File: config.mk
export PLATFORM = sky130hd
export DESIGN_NAME = task_pause_unit
export DESIGN_NICKNAME = d
export VERILOG_FILES = /design/src/rtl/tpause_pkg.sv /design/src/rtl/pause_req_fmt.sv /design/src/rtl/pause_release_det.sv /design/src/rtl/pause_task_slot.sv /design/src/rtl/task_pause_unit.sv
export SDC_FILE = /design/constraint.sdc
export NUM_CORES = 1
export LEC_CHECK = 0
export CAP_MARGIN = 15
export CORE_ASPECT_RATIO = 0.5
export CORE_UTILIZATION = 30
export CTS_CLUSTER_SIZE = 40
export DETAILED_ROUTE_END_ITERATION = 10
export PLACE_DENSITY = 0.72
export SLEW_MARGIN = 20
export SYNTH_ARGS = -nofsm -noshare
export SYNTH_HDL_FRONTEND = slang
export SYNTH_HIERARCHICAL = 1
export SYNTH_SLANG_ARGS = --single-unit
export TNS_END_PERCENT = 50
File: constraint.sdc
create_clock -name clk -period 1.6 [get_ports clk]
set_clock_uncertainty 0.2 [all_clocks]
set_input_delay 0.16 -clock clk [delete_from_list [all_inputs] [get_ports clk]]
set_output_delay 0.16 -clock clk [all_outputs]
set_load 0.02 [all_outputs]
File: src/rtl/tpause_pkg.sv
package tpause_pkg;
    typedef enum logic {TS_IDLE = 1'b0, TS_WAIT = 1'b1} tslot_state_e;
    typedef enum logic {WM_ZERO = 1'b0, WM_HIBIT = 1'b1} wmode_e;
endpackage

File: src/rtl/pause_req_fmt.sv
module pause_req_fmt #(
    parameter int DW = 32
) (
    input  logic [DW-1:0] data_i,
    input  logic          hibit_i,
    output logic [DW-1:0] req_o
);
    localparam logic [DW-1:0] ONE_V = DW'(1);
    localparam logic [DW-1:0] TOP_V = ONE_V << (DW - 1);

    always_comb begin
        if (hibit_i) begin
            req_o = data_i | TOP_V;
        end else if (data_i == '0) begin
            req_o = ONE_V;
        end else begin
            req_o = data_i;
        end
    end
endmodule

File: src/rtl/pause_release_det.sv
module pause_release_det #(
    parameter int AW = 9,
    parameter int DW = 32
) (
    input  logic            snp_we_i,
    input  logic [AW-1:0]   snp_addr_i,
    input  logic [DW-1:0]   snp_data_i,
    input  logic [AW-1:0]   watch_addr_i,
    input  tpause_pkg::wmode_e watch_mode_i,
    output logic            release_o
);
    import tpause_pkg::*;
    logic hit;
    logic cond;

    always_comb begin
        hit = snp_we_i && (snp_addr_i == watch_addr_i);
        unique case (watch_mode_i)
            WM_ZERO:  cond = (snp_data_i == '0);
            WM_HIBIT: cond = !snp_data_i[DW-1];
            default:  cond = 1'b0;
        endcase
        release_o = hit && cond;
    end
endmodule

File: src/rtl/pause_task_slot.sv
module pause_task_slot #(
    parameter int AW    = 9,
    parameter int DW    = 32,
    parameter int TW    = 2,
    parameter int MY_ID = 0
) (
    input  logic          clk,
    input  logic          rst_n,
    input  logic          iss_valid_i,
    input  logic [TW-1:0] iss_task_i,
    input  logic [AW-1:0] iss_addr_i,
    input  logic          iss_hibit_i,
    input  logic          snp_we_i,
    input  logic [AW-1:0] snp_addr_i,
    input  logic [DW-1:0] snp_data_i,
    input  logic          restart_i,
    output logic          stall_o
);
    import tpause_pkg::*;
    localparam logic [TW-1:0] ID_V = TW'(MY_ID);

    tslot_state_e st_q, st_d;
    logic [AW-1:0] wa_q;
    wmode_e        wm_q;
    logic          issue_me;
    logic          rel;

    assign issue_me = iss_valid_i && (iss_task_i == ID_V);

    pause_release_det #(.AW(AW), .DW(DW)) u_det (
        .snp_we_i     (snp_we_i),
        .snp_addr_i   (snp_addr_i),
        .snp_data_i   (snp_data_i),
        .watch_addr_i (wa_q),
        .watch_mode_i (wm_q),
        .release_o    (rel)
    );

    // next state
    always_comb begin
        st_d = st_q;
        unique case (st_q)
            TS_IDLE: begin
                if (!restart_i && issue_me) st_d = TS_WAIT;
            end
            TS_WAIT: begin
                if (restart_i)     st_d = TS_IDLE;
                else if (issue_me) st_d = TS_WAIT;
                else if (rel)      st_d = TS_IDLE;
            end
            default: st_d = TS_IDLE;
        endcase
    end

    // state register and watch entry
    always_ff @(posedge clk or negedge rst_n) begin
        if (!rst_n) begin
            st_q <= TS_IDLE;
            wa_q <= '0;
            wm_q <= WM_ZERO;
        end else begin
            st_q <= st_d;
            if (issue_me && !restart_i) begin
                wa_q <= iss_addr_i;
                wm_q <= iss_hibit_i ? WM_HIBIT : WM_ZERO;
            end
        end
    end

    // outputs
    always_comb begin
        stall_o = (st_q == TS_WAIT) && !restart_i;
    end
endmodule

File: src/rtl/task_pause_unit.sv
module task_pause_unit #(
    parameter int NT = 4,
    parameter int AW = 9,
    parameter int DW = 32,
    localparam int TW = $clog2(NT)
) (
    input  logic          clk,
    input  logic          rst_n,
    input  logic          iss_valid,
    input  logic [TW-1:0] iss_task,
    input  logic [AW-1:0] iss_addr,
    input  logic [DW-1:0] iss_data,
    input  logic          iss_hibit,
    input  logic          snp_we,
    input  logic [AW-1:0] snp_addr,
    input  logic [DW-1:0] snp_data,
    input  logic [NT-1:0] restart,
    input  logic [TW-1:0] cur_task,
    output logic          rf_we,
    output logic [AW-1:0] rf_waddr,
    output logic [DW-1:0] rf_wdata,
    output logic [NT-1:0] task_stall,
    output logic          slot_stall
);
    pause_req_fmt #(.DW(DW)) u_fmt (
        .data_i  (iss_data),
        .hibit_i (iss_hibit),
        .req_o   (rf_wdata)
    );

    assign rf_we    = iss_valid;
    assign rf_waddr = iss_addr;

    for (genvar t = 0; t < NT; t++) begin : g_slot
        pause_task_slot #(.AW(AW), .DW(DW), .TW(TW), .MY_ID(t)) u_slot (
            .clk         (clk),
            .rst_n       (rst_n),
            .iss_valid_i (iss_valid),
            .iss_task_i  (iss_task),
            .iss_addr_i  (iss_addr),
            .iss_hibit_i (iss_hibit),
            .snp_we_i    (snp_we),
            .snp_addr_i  (snp_addr),
            .snp_data_i  (snp_data),
            .restart_i   (restart[t]),
            .stall_o     (task_stall[t])
        );
    end

    assign slot_stall = task_stall[cur_task];
endmodule

==> impl_results.md <==
* Post-Syn Instances at 266
* Inst Count DP at 527
* Status: finished, violations left
* Rel. slew slack at 0.769
* Commonest non-fill, non-tap cell in the layout: dlygate4sd2_1
* GR Overflow Total at 0
* P&R area growth vs syn at 70.7%
* IO Port Bufs at 141
* CP startpoint kind: flop
* Leakage at 2.35 nW
* Hpwl dp at 6.52 mm
* Max Cap Viol at 0
* Final GP Congestion at 0.768
* Crit-path leading delay family: multiplexers
* Post-DRT Antenna Nets at 0
* Row count at 25
* Post-synth ARST share at 1.00
* Core area at 0.00954 mm²
* Die height at 72.4 µm
* HP Start: restart[0]
* Worst hold-check path type: in2reg
* Mapped Area at 0.00297 mm²
* DR WL/cell at 16.5 µm
* Worst setup startpoint: g_slot[0].u_slot/st_q
* Worst r2r src: g_slot[0].u_slot/wa_q[8]
* Ys flop type: dfrtp_1
* CTS root buf: clkbuf_16
* Final setup margin at -0.238 ns
* CP arrival at 1.48 ns
* Hold depth at 3
* I/O pins at 142
* Total track usage at 0.162
* Post-layout instance area at 0.00507 mm²
* Place WS at -0.898 ns
* Avg Cell Area, Syn at 11.2 µm²
* Starting Density at 0.312
* WP buf/inv at 1
* Pre-Repair DR Iteration Count at 4
* Most frequent cells in the layout: 48 x dlygate4sd2_1, 45 x clkdlybuf4s50_1, 44 x dfrtp_1, 40 x dlymetal6s2s_1, 34 x nor4_2
* Setup crit end kind: output pin
* Fmax at 0.544 GHz
* Synth cell types at 30
* Power per cell area at 797 mW/mm²
* Crit-path max cell delay at 0.46 ns
* Number of synthesized flops with an enable pin at 0
* Vias in the first global route at 2,502
* Vias at 2,544
* Slew Limit Fails at 0
* Overall Power at 4.04 mW
* Placed cell areas at 0.00458 mm²
* Max FO, Critical Path at 2
* Die X at 143 µm
* # diodes at 0
* Hold_ws at 0.0763 ns
* Tcrit/Tclk final at 1.15
* First-pass GRT wire length at 12.8 mm
* Tmin final at 1.84 ns
* Total wire length at 8.91 mm
* CTS tree: yes
* Flops & latches, synth at 44
* Cell count along the critical path at 3
* DIE AREA at 0.0103 mm²
* Nets at 499
* Clock Path Buffers at 2
* Worst path required time at 1.24 ns
* Clk pin slew, worst setup/hold paths at 0.06 ns
* Fillers at 832
* Final setup viols at 2
* Final hold vios at 0
* Failing checks: negative setup slack
* Share of cells above drive strength 1 at 0.353
* Largest net degree at the start of global routing at 45
* Clk_lat worst skew at 0.28 ns
* H-tree levels at 2
* R2R cell count at 6
* Post-synth net total at 361
* Sink Count at 44
* CP max stage cell: mux4_2
* Num CTS Buffers at 5
* Setup TNS at -0.424 ns
* Non-filler cells, final at 540
* Synth warn at 6
* Starting DRT DRC Count at 110
* Final Core Density at 0.532
* Initial antenna violation count at 0
* Vias per cell at 4.71
* RSZ-0062 raised after global routing: true
* DRC errors left at 0
* Max IR drop VDD at 0.481 mV
* Cell breakdown of the critical path: and2b_2 > mux4_2 > buf_6
* Register area share after synthesis at 0.370
* Worst-Margin Slew at 0.345 ns
* CP Class: reg2out
[cell usage after synthesis, types with 5 or more instances]
master | n | area, µm²
nand4_1 | 17 | 106
nand3_1 | 6 | 30.0
mux2_4 | 30 | 450
clkbuf_1 | 29 | 109
nor4_2 | 12 | 150
buf_4 | 10 | 75.1
xnor2_1 | 36 | 315
nor3_1 | 5 | 25.0
mux2_2 | 10 | 113
nor4_1 | 26 | 163
dfrtp_1 | 44 | 1100
[layout make-up]
cell class / count / area, µm² / share of cell area
clock buffer: 6 / 139 / 0.0274
clock inverter: 2 / 38.8 / 0.00764
multi-input combinational: 177 / 1870 / 0.368
sequential: 44 / 1100 / 0.217
timing repair buffer: 175 / 1760 / 0.346
inverter: 1 / 3.75 / 0.000740
tap: 135 / 169 / 0.0333
[worst paths after layout]
path	end	slack [ns]
worst max register to register	g_slot[0].u_slot/st_q	0.06
worst min register to register	g_slot[2].u_slot/wa_q[1]	0.33
min in group asynchronous	g_slot[1].u_slot/wa_q[0]	0.19
worst min-delay path	g_slot[0].u_slot/st_q	0.08
worst max-delay path	slot_stall	-0.24
max in group asynchronous	g_slot[0].u_slot/wm_q	0.79
[flip-flops by register name, summed over array words and instances (netlist names)]
name / count
g_slot.u_slot/st_q: 4
g_slot.u_slot/wa_q: 36
g_slot.u_slot/wm_q: 4
[worst register-to-register path: cells and delay by family, from the launching register on]
family | cells | cell delay [ns]
and+or+nand+nor | 3 | 0.48
xor gates and xnor gates | 1 | 0.16
DFF | 1 | 0.39
AOI/OAI and AO/OA | 2 | 0.20
[kinds of logic (layout without fill, tap and decap cells)]
logic type	Yosys count	count (layout)	share of synthesized area
AND/OR/NAND/NOR	91	91	0.224
buffers and inverters	45	184	0.0800
flip-flops	44	44	0.370
multiplexers	41	41	0.197
XOR/XNOR	36	36	0.106
AO/OA/AOI/OAI	9	9	0.0223
[routing by layer]
metal | up-vias | GRT usage | routed length [µm] | part of all wire
li1 | 1234 | - | - | -
met1 | 1256 | 0.234 | 4210 | 0.47
met2 | 47 | 0.258 | 4310 | 0.48
met3 | 7 | 0.0218 | 320 | 0.036
met4 | 0 | 0.0358 | 70 | 0.0079
met5 | - | 0 | 0 | 0
[power breakdown]
group	total [mW]	switching, mW	internal, mW
logic	1.30	0.494	0.803
registers	1.54	0.198	1.34
clock network	1.20	0.421	0.782
[timing repair]
action	CTS	global route
resized for setup	78	76
gates cloned	1	0
setup buffers	2	1
endpoints found under the hold margin	44	0
hold buffers	1	0
endpoints found under the setup margin	58	15
pin swaps	10	44
No activity file was read; power rests on OpenSTA's default activity.
